`config.mk`:
```
export PLATFORM = sky130hd
export DESIGN_NAME = fcsr_unit
export DESIGN_NICKNAME = d
export VERILOG_FILES = /design/src/rtl/fcsr_pkg.sv /design/src/rtl/fcsr_gate.sv /design/src/rtl/fcsr_next.sv /design/src/rtl/fcsr_view.sv /design/src/rtl/fcsr_unit.sv
export SDC_FILE = /design/constraint.sdc
export NUM_CORES = 1
export LEC_CHECK = 0
export BUFFER_PORTS_ARGS = -buffer_cell sky130_fd_sc_hd__buf_2
export CELL_PAD_IN_SITES_DETAIL_PLACEMENT = 0
export CELL_PAD_IN_SITES_GLOBAL_PLACEMENT = 1
export CORE_ASPECT_RATIO = 1.75
export CORE_MARGIN = 1.5
export CORE_UTILIZATION = 36
export DETAILED_ROUTE_END_ITERATION = 7
export PLACE_DENSITY = 0.91
export SYNTH_ARGS = -nofsm -noshare
export SYNTH_HDL_FRONTEND = slang
export SYNTH_HIERARCHICAL = 1
export SYNTH_SLANG_ARGS = --single-unit
```
`constraint.sdc`:
```
create_clock -name clk -period 2.3 [get_ports clk]
set_input_delay 0.23 -clock clk [delete_from_list [all_inputs] [get_ports clk]]
set_output_delay 0.23 -clock clk [all_outputs]
set_load 0.05 [all_outputs]
```
`src/rtl/fcsr_pkg.sv`:
```
package fcsr_pkg;
  localparam int CSR_W   = 32;
  localparam int FLAG_W  = 5;
  localparam int RM_W    = 2;
  localparam int CUR_LSB = 0;
  localparam int ACC_LSB = CUR_LSB + FLAG_W;
  localparam int RM_LSB  = ACC_LSB + FLAG_W;
  localparam int LIVE_W  = RM_LSB + RM_W;

  typedef logic [CSR_W-1:0]  csr_t;
  typedef logic [FLAG_W-1:0] flags_t;
  typedef logic [RM_W-1:0]   rm_t;

  function automatic csr_t live_mask();
    return {{(CSR_W-LIVE_W){1'b0}}, {LIVE_W{1'b1}}};
  endfunction

  function automatic csr_t scrub(csr_t w);
    return w & live_mask();
  endfunction

  function automatic rm_t get_rm(csr_t v);
    return v[RM_LSB +: RM_W];
  endfunction

  // current group replaced, accrued group merged
  function automatic csr_t fold_report(csr_t v, flags_t f);
    csr_t r;
    r = v;
    r[CUR_LSB +: FLAG_W] = f;
    r[ACC_LSB +: FLAG_W] = v[ACC_LSB +: FLAG_W] | f;
    return r;
  endfunction
endpackage

```
`src/rtl/fcsr_gate.sv`:
```
module fcsr_gate (
  input  logic fp_en,
  input  logic sw_req,
  input  logic sw_we,
  input  logic exc_valid,
  output logic wr_ok,
  output logic rep_ok,
  output logic trap
);
  always_comb begin
    wr_ok  = fp_en & sw_req & sw_we;
    rep_ok = fp_en & exc_valid & ~wr_ok;   // write has priority
    trap   = ~fp_en & (sw_req | exc_valid);
  end
endmodule

```
`src/rtl/fcsr_next.sv`:
```
module fcsr_next
  import fcsr_pkg::*;
(
  input  csr_t   cur,
  input  logic   wr_ok,
  input  csr_t   wdata,
  input  logic   rep_ok,
  input  flags_t flags,
  output csr_t   nxt
);
  always_comb begin
    nxt = cur;
    if (wr_ok)       nxt = scrub(wdata);
    else if (rep_ok) nxt = fold_report(cur, flags);
  end
endmodule

```
`src/rtl/fcsr_view.sv`:
```
module fcsr_view
  import fcsr_pkg::*;
(
  input  csr_t cur,
  input  logic fp_en,
  output csr_t rdata,
  output rm_t  rm
);
  always_comb begin
    rdata = fp_en ? cur : '0;
    rm    = get_rm(cur);
  end
endmodule

```
`src/rtl/fcsr_unit.sv`:
```
module fcsr_unit
  import fcsr_pkg::*;
(
  input  logic              clk,
  input  logic              rst_n,
  input  logic              fp_en,
  input  logic              sw_req,
  input  logic              sw_we,
  input  logic [CSR_W-1:0]  sw_wdata,
  input  logic              exc_valid,
  input  logic [FLAG_W-1:0] exc_flags,
  output logic [CSR_W-1:0]  rd_data,
  output logic [RM_W-1:0]   rnd_mode,
  output logic              fp_trap
);
  csr_t csr_q;
  csr_t csr_d;
  logic wr_ok;
  logic rep_ok;

  fcsr_gate u_gate (
    .fp_en     (fp_en),
    .sw_req    (sw_req),
    .sw_we     (sw_we),
    .exc_valid (exc_valid),
    .wr_ok     (wr_ok),
    .rep_ok    (rep_ok),
    .trap      (fp_trap)
  );

  fcsr_next u_next (
    .cur    (csr_q),
    .wr_ok  (wr_ok),
    .wdata  (sw_wdata),
    .rep_ok (rep_ok),
    .flags  (exc_flags),
    .nxt    (csr_d)
  );

  always_ff @(posedge clk or negedge rst_n) begin
    if (!rst_n) csr_q <= '0;
    else        csr_q <= csr_d;
  end

  fcsr_view u_view (
    .cur   (csr_q),
    .fp_en (fp_en),
    .rdata (rd_data),
    .rm    (rnd_mode)
  );
endmodule

```
* Word-level counts from Yosys, hierarchy flattened
Index checks and enable logic that the tools add are counted.
** Storage, ports and cells
- Bits in registers :: 32
- Bits in latches :: 0
- Bits in writable memories :: 0
- Bits in read-only memories :: 0
- Bits of input ports :: 43
- Output and inout port bits :: 35
- Word-level logic and storage cells :: 15
- Memories kept :: 0
** Operators by class
- $add $sub $neg :: 0
- Multiply operators :: 0
- Div/mod/pow operators :: 0
- Magnitude comparators :: 0
- Equal/unequal tests :: 0
- Shifts and indexed selects :: 0
- Mux-type cells :: 3
- Bitwise logic cells :: 9
- Reductions and logical operators :: 1
** Operator list (number)
- two-way mux 32 bit :: 2
- two-way mux 10 bit :: 1
- AND 1 bit :: 5
- OR 5 bit :: 1
- NOT 1 bit :: 2
- nonzero test 2 bit :: 1
- OR 1 bit :: 1

* Logic depth before layout (Yosys ltp)
- Depth in word-level cells :: 6
- Mapped depth :: 5
- Gate-level depth less buffers :: 4

* Hierarchy
Netlist, hierarchy kept.
** By module, submodules not included
- fcsr_unit :: times used 1, cells an instance 32, area each 800.8 sq um, seq. area each 800.8 sq um
- fcsr_next :: times used 1, cells an instance 57, area each 344.1 sq um, seq. area each 0.0 sq um
- fcsr_view :: times used 1, cells an instance 37, area each 270.3 sq um, seq. area each 0.0 sq um
- fcsr_gate :: times used 1, cells an instance 5, area each 26.3 sq um, seq. area each 0.0 sq um

* Least setup slack after synthesis
Ideal clock, no wire load.
- Kind :: input port to output port
- From :: in sw_req
- To :: out fp_trap
- Data arrival time :: 0.903 ns
- Required time :: 2.070 ns
- Slack :: 1.167 ns
- Cell stages on the path :: 2
- Path buffers :: 0
- Path through :: nor2_1 -> nor2_1
** On the way
- Cells in the longest elaborated chain, start to end :: 2
** Ends and longest elaborated chain
- from (decl) :: RTL line fcsr_unit.sv:7 : input logic sw_req,
- OR 1 bit :: RTL line fcsr_gate.sv:13 : trap = ~fp_en & (sw_req | exc_valid);
- AND 1 bit :: RTL line fcsr_gate.sv:13
- to (decl) :: RTL line fcsr_unit.sv:14 : output logic fp_trap
No other way between the ends.

* Final worst setup path
- From :: in fp_en
- To :: out rd_data[9]
** On the way
- Cells in the longest elaborated chain, start to end :: 1
** Ends and longest elaborated chain
- from (decl) :: RTL line fcsr_unit.sv:6 : input logic fp_en,
- two-way mux 32 bit :: RTL line fcsr_view.sv:10 : rdata = fp_en ? cur : '0;
- to (decl) :: RTL line fcsr_unit.sv:12 : output logic [CSR_W-1:0] rd_data,
No other way between the ends.

==> results.toml <==
[cells_and_area]
max_flop_register = "csr_q"
drive_gt1_share_pct = 53.7
fin_area_sq_um = 1820
antenna_cells = 0
layout.cells.non_filler = 236
nets = 231
syn2layout_area_growth_pct = 26.5
reg_top3 = "csr_q (32)"
largest_reg_flops = 32
fillers = 409

[floorplan]
die_area_sq_um = 4410
fp-row-count = 30
ios = 78
core-area_sq_um = 3870
die_h_um = 86.7
start_util_pct = 37.3
die_x_um = 50.8

[detailed_routing]
ant_nets = 0
vias_per_cell = 4.55
first_pass_iters = 3
drtIter0Drc = 18
vias = 1074
drt_wl_total_um = 2740
avgRoutedWirePerCell_um = 11.6
drc_errors = 0

[sta]
rsz0062_at_grt = "false"
period_minus_slack_ps = 1360
finalCritPeriodShare_pct = 59.0
worst_pin_slew_ps = 693
setup_violations = 0
hold_viol = 0
fmax_mhz = 737
slew_viol_final = 0
maxSlewHeadroom_pct = 53.8
skew_ps = 0
fin_tns_setup_ps = 0

[setup_path]
start_kind = "input pin"
path_max_fanout = 18
path_class = "in2out"
worstPathArrival_ps = 1130
worstSetupEndpointType = "primary output"
required_ps = 2070

[global_route]
grt_max_degree = 33
grt_pass1_vias = 1006
grt_usage_pct = 13.5
antenna_found_initial = 0
grt-ovfl-total = 0
grt_pass1_wl_um = 4430

[clocking]
clkLatencyLatePin_ps = 270
postCtsSetupBuffers = 0
numClockSinks = 32
htree_num_levels = 2
ctsHoldBuffers = 0
cts_resized = 0
cts_tree = "built"
clock_path_buffers = 2
cts-root-buf = "clkbuf_8"
cts_made_buffers = 5
clk_pin_slew_ps = 60

[power_and_ir_drop]
vdd_ir_drop_max_uv = 346
cellLeakagePower_uw = 0.00100
p_per_area_nw_per_um2 = 692

[synthesis]
synthXorXnorAreaFrac_pct = 0
synth_cell_types = 16
syn_nets = 174
synthMuxAreaShare_pct = 5.03
syn_avg_cell_area_sq_um = 11.0
synthSimpleGateAreaFrac_pct = 29.2
ys_seq_area_share_pct = 55.6
ys_ff_latch = 32
synth_top_family_by_area = "simple AND/OR/NAND/NOR gates"
synthesis.area_sq_um = 1440
synth-compound-area-share_pct = 5.82
netlist_instances = 131
synthAdderAreaFrac_pct = 0
yosysWarnings = 6

[placement]
io_buffers = 57
gp_congestion = 0.631
place_area_sq_um = 1750
dpl.hpwl_um = 1980
dp_cells = 229

[worst_hold_path]
hold_path_class = "in2async"

[status]
outcome = "finished, final reports clean"

[flow_run]
timing.max_cap.violations = 0
## synthesized netlist by cell type
library cell / count / area (sq um)
and2_2: 32 / 240
dfrtp_1: 32 / 801
nor2b_1: 20 / 125
nand2_1: 11 / 41.3
o21ai_0: 9 / 45.0
a21oi_1: 5 / 25.0
mux2i_1: 5 / 50.1
buf_2: 3 / 15.0
buf_4: 3 / 22.5
clkbuf_2: 3 / 15.0
mux2_2: 2 / 22.5
nor2_1: 2 / 7.51
a21oi_2: 1 / 8.76
and3_1: 1 / 6.26
buf_6: 1 / 11.3
o21ai_1: 1 / 5.00
## cells by family after synthesis
kind of cell | Yosys count
AO/OA/AOI/OAI | 16
multiplexers | 7
flip-flops | 32
buffers and inverters | 10
AND/OR/NAND/NOR | 66
## area by class of cell
| class | count | area (sq um) | area share (%) |
|---|---|---|---|
| clock inverters | 1 | 5.00 | 0.275 |
| repair buffers | 60 | 308 | 16.9 |
| well taps | 48 | 60.1 | 3.29 |
| flip-flops and latches | 32 | 801 | 43.9 |
| clock buffers | 6 | 72.6 | 3.98 |
| multi-input cells | 89 | 577 | 31.6 |
## metrics by stage
| stage | hold slack [ps] | worst slack (ps) | power (uW) | util (%) |
|---|---|---|---|---|
| finish | 4.19 | 942 | 1260 | 47.2 |
| CTS | 24.8 | 902 | 1290 | 47.2 |
| floorplan | -65.6 | 1170 | 830 | - |
| global route | 50.4 | 847 | 1340 | 47.2 |
| global placement | 316 | 694 | 891 | 45.1 |
| detailed placement | 322 | 673 | 896 | 45.1 |
## final timing paths
| check | slack (ps) | endpoint | from | cells past startpoint |
|---|---|---|---|---|
| max in group asynchronous | 1850 | csr_q[25] | rst_n | 1 |
| min in group clk | 170 | csr_q[2] | sw_wdata[2] | 3 |
| min reg2reg | 490 | csr_q[29] | csr_q[29] | 1 |
| max reg2reg | 1540 | csr_q[11] | csr_q[11] | 1 |
| min | 4 | csr_q[8] | rst_n | 1 |
| max | 940 | rd_data[9] | fp_en | 4 |
## layer usage
metal	track usage [%]	vias to the layer above	share of wire [%]
met4	6.63	0	1.8
met2	22.7	53	47
li1	-	521	-
met3	4.48	5	8.7
met1	15.0	495	42
met5	0	-	0
## cell usage in the layout (no fill, tap or decap), types with 2 or more instances in the layout
cell type	n
nor2b_1	20
mux2_2	2
a21oi_1	5
nor2_1	2
mux2i_1	5
o21ai_0	9
nand2_1	11
dfrtp_1	32
buf_2	57
clkbuf_8	5
and2_2	32
buf_4	3
## where the power goes
group / leakage (uW) / total [uW] / switching (uW) / internal [uW]
Combinational: 0.000539 / 264 / 185 / 78.9
Sequential: 0.000421 / 617 / 16.2 / 601
Clock: 0.0000410 / 381 / 176 / 205
## worst max-delay path, cell delays in order
cell    delay (ps)
buf_2          230
buf_4          250
and2_2         160
buf_2          250
Power figures use the tool's default switching activity.
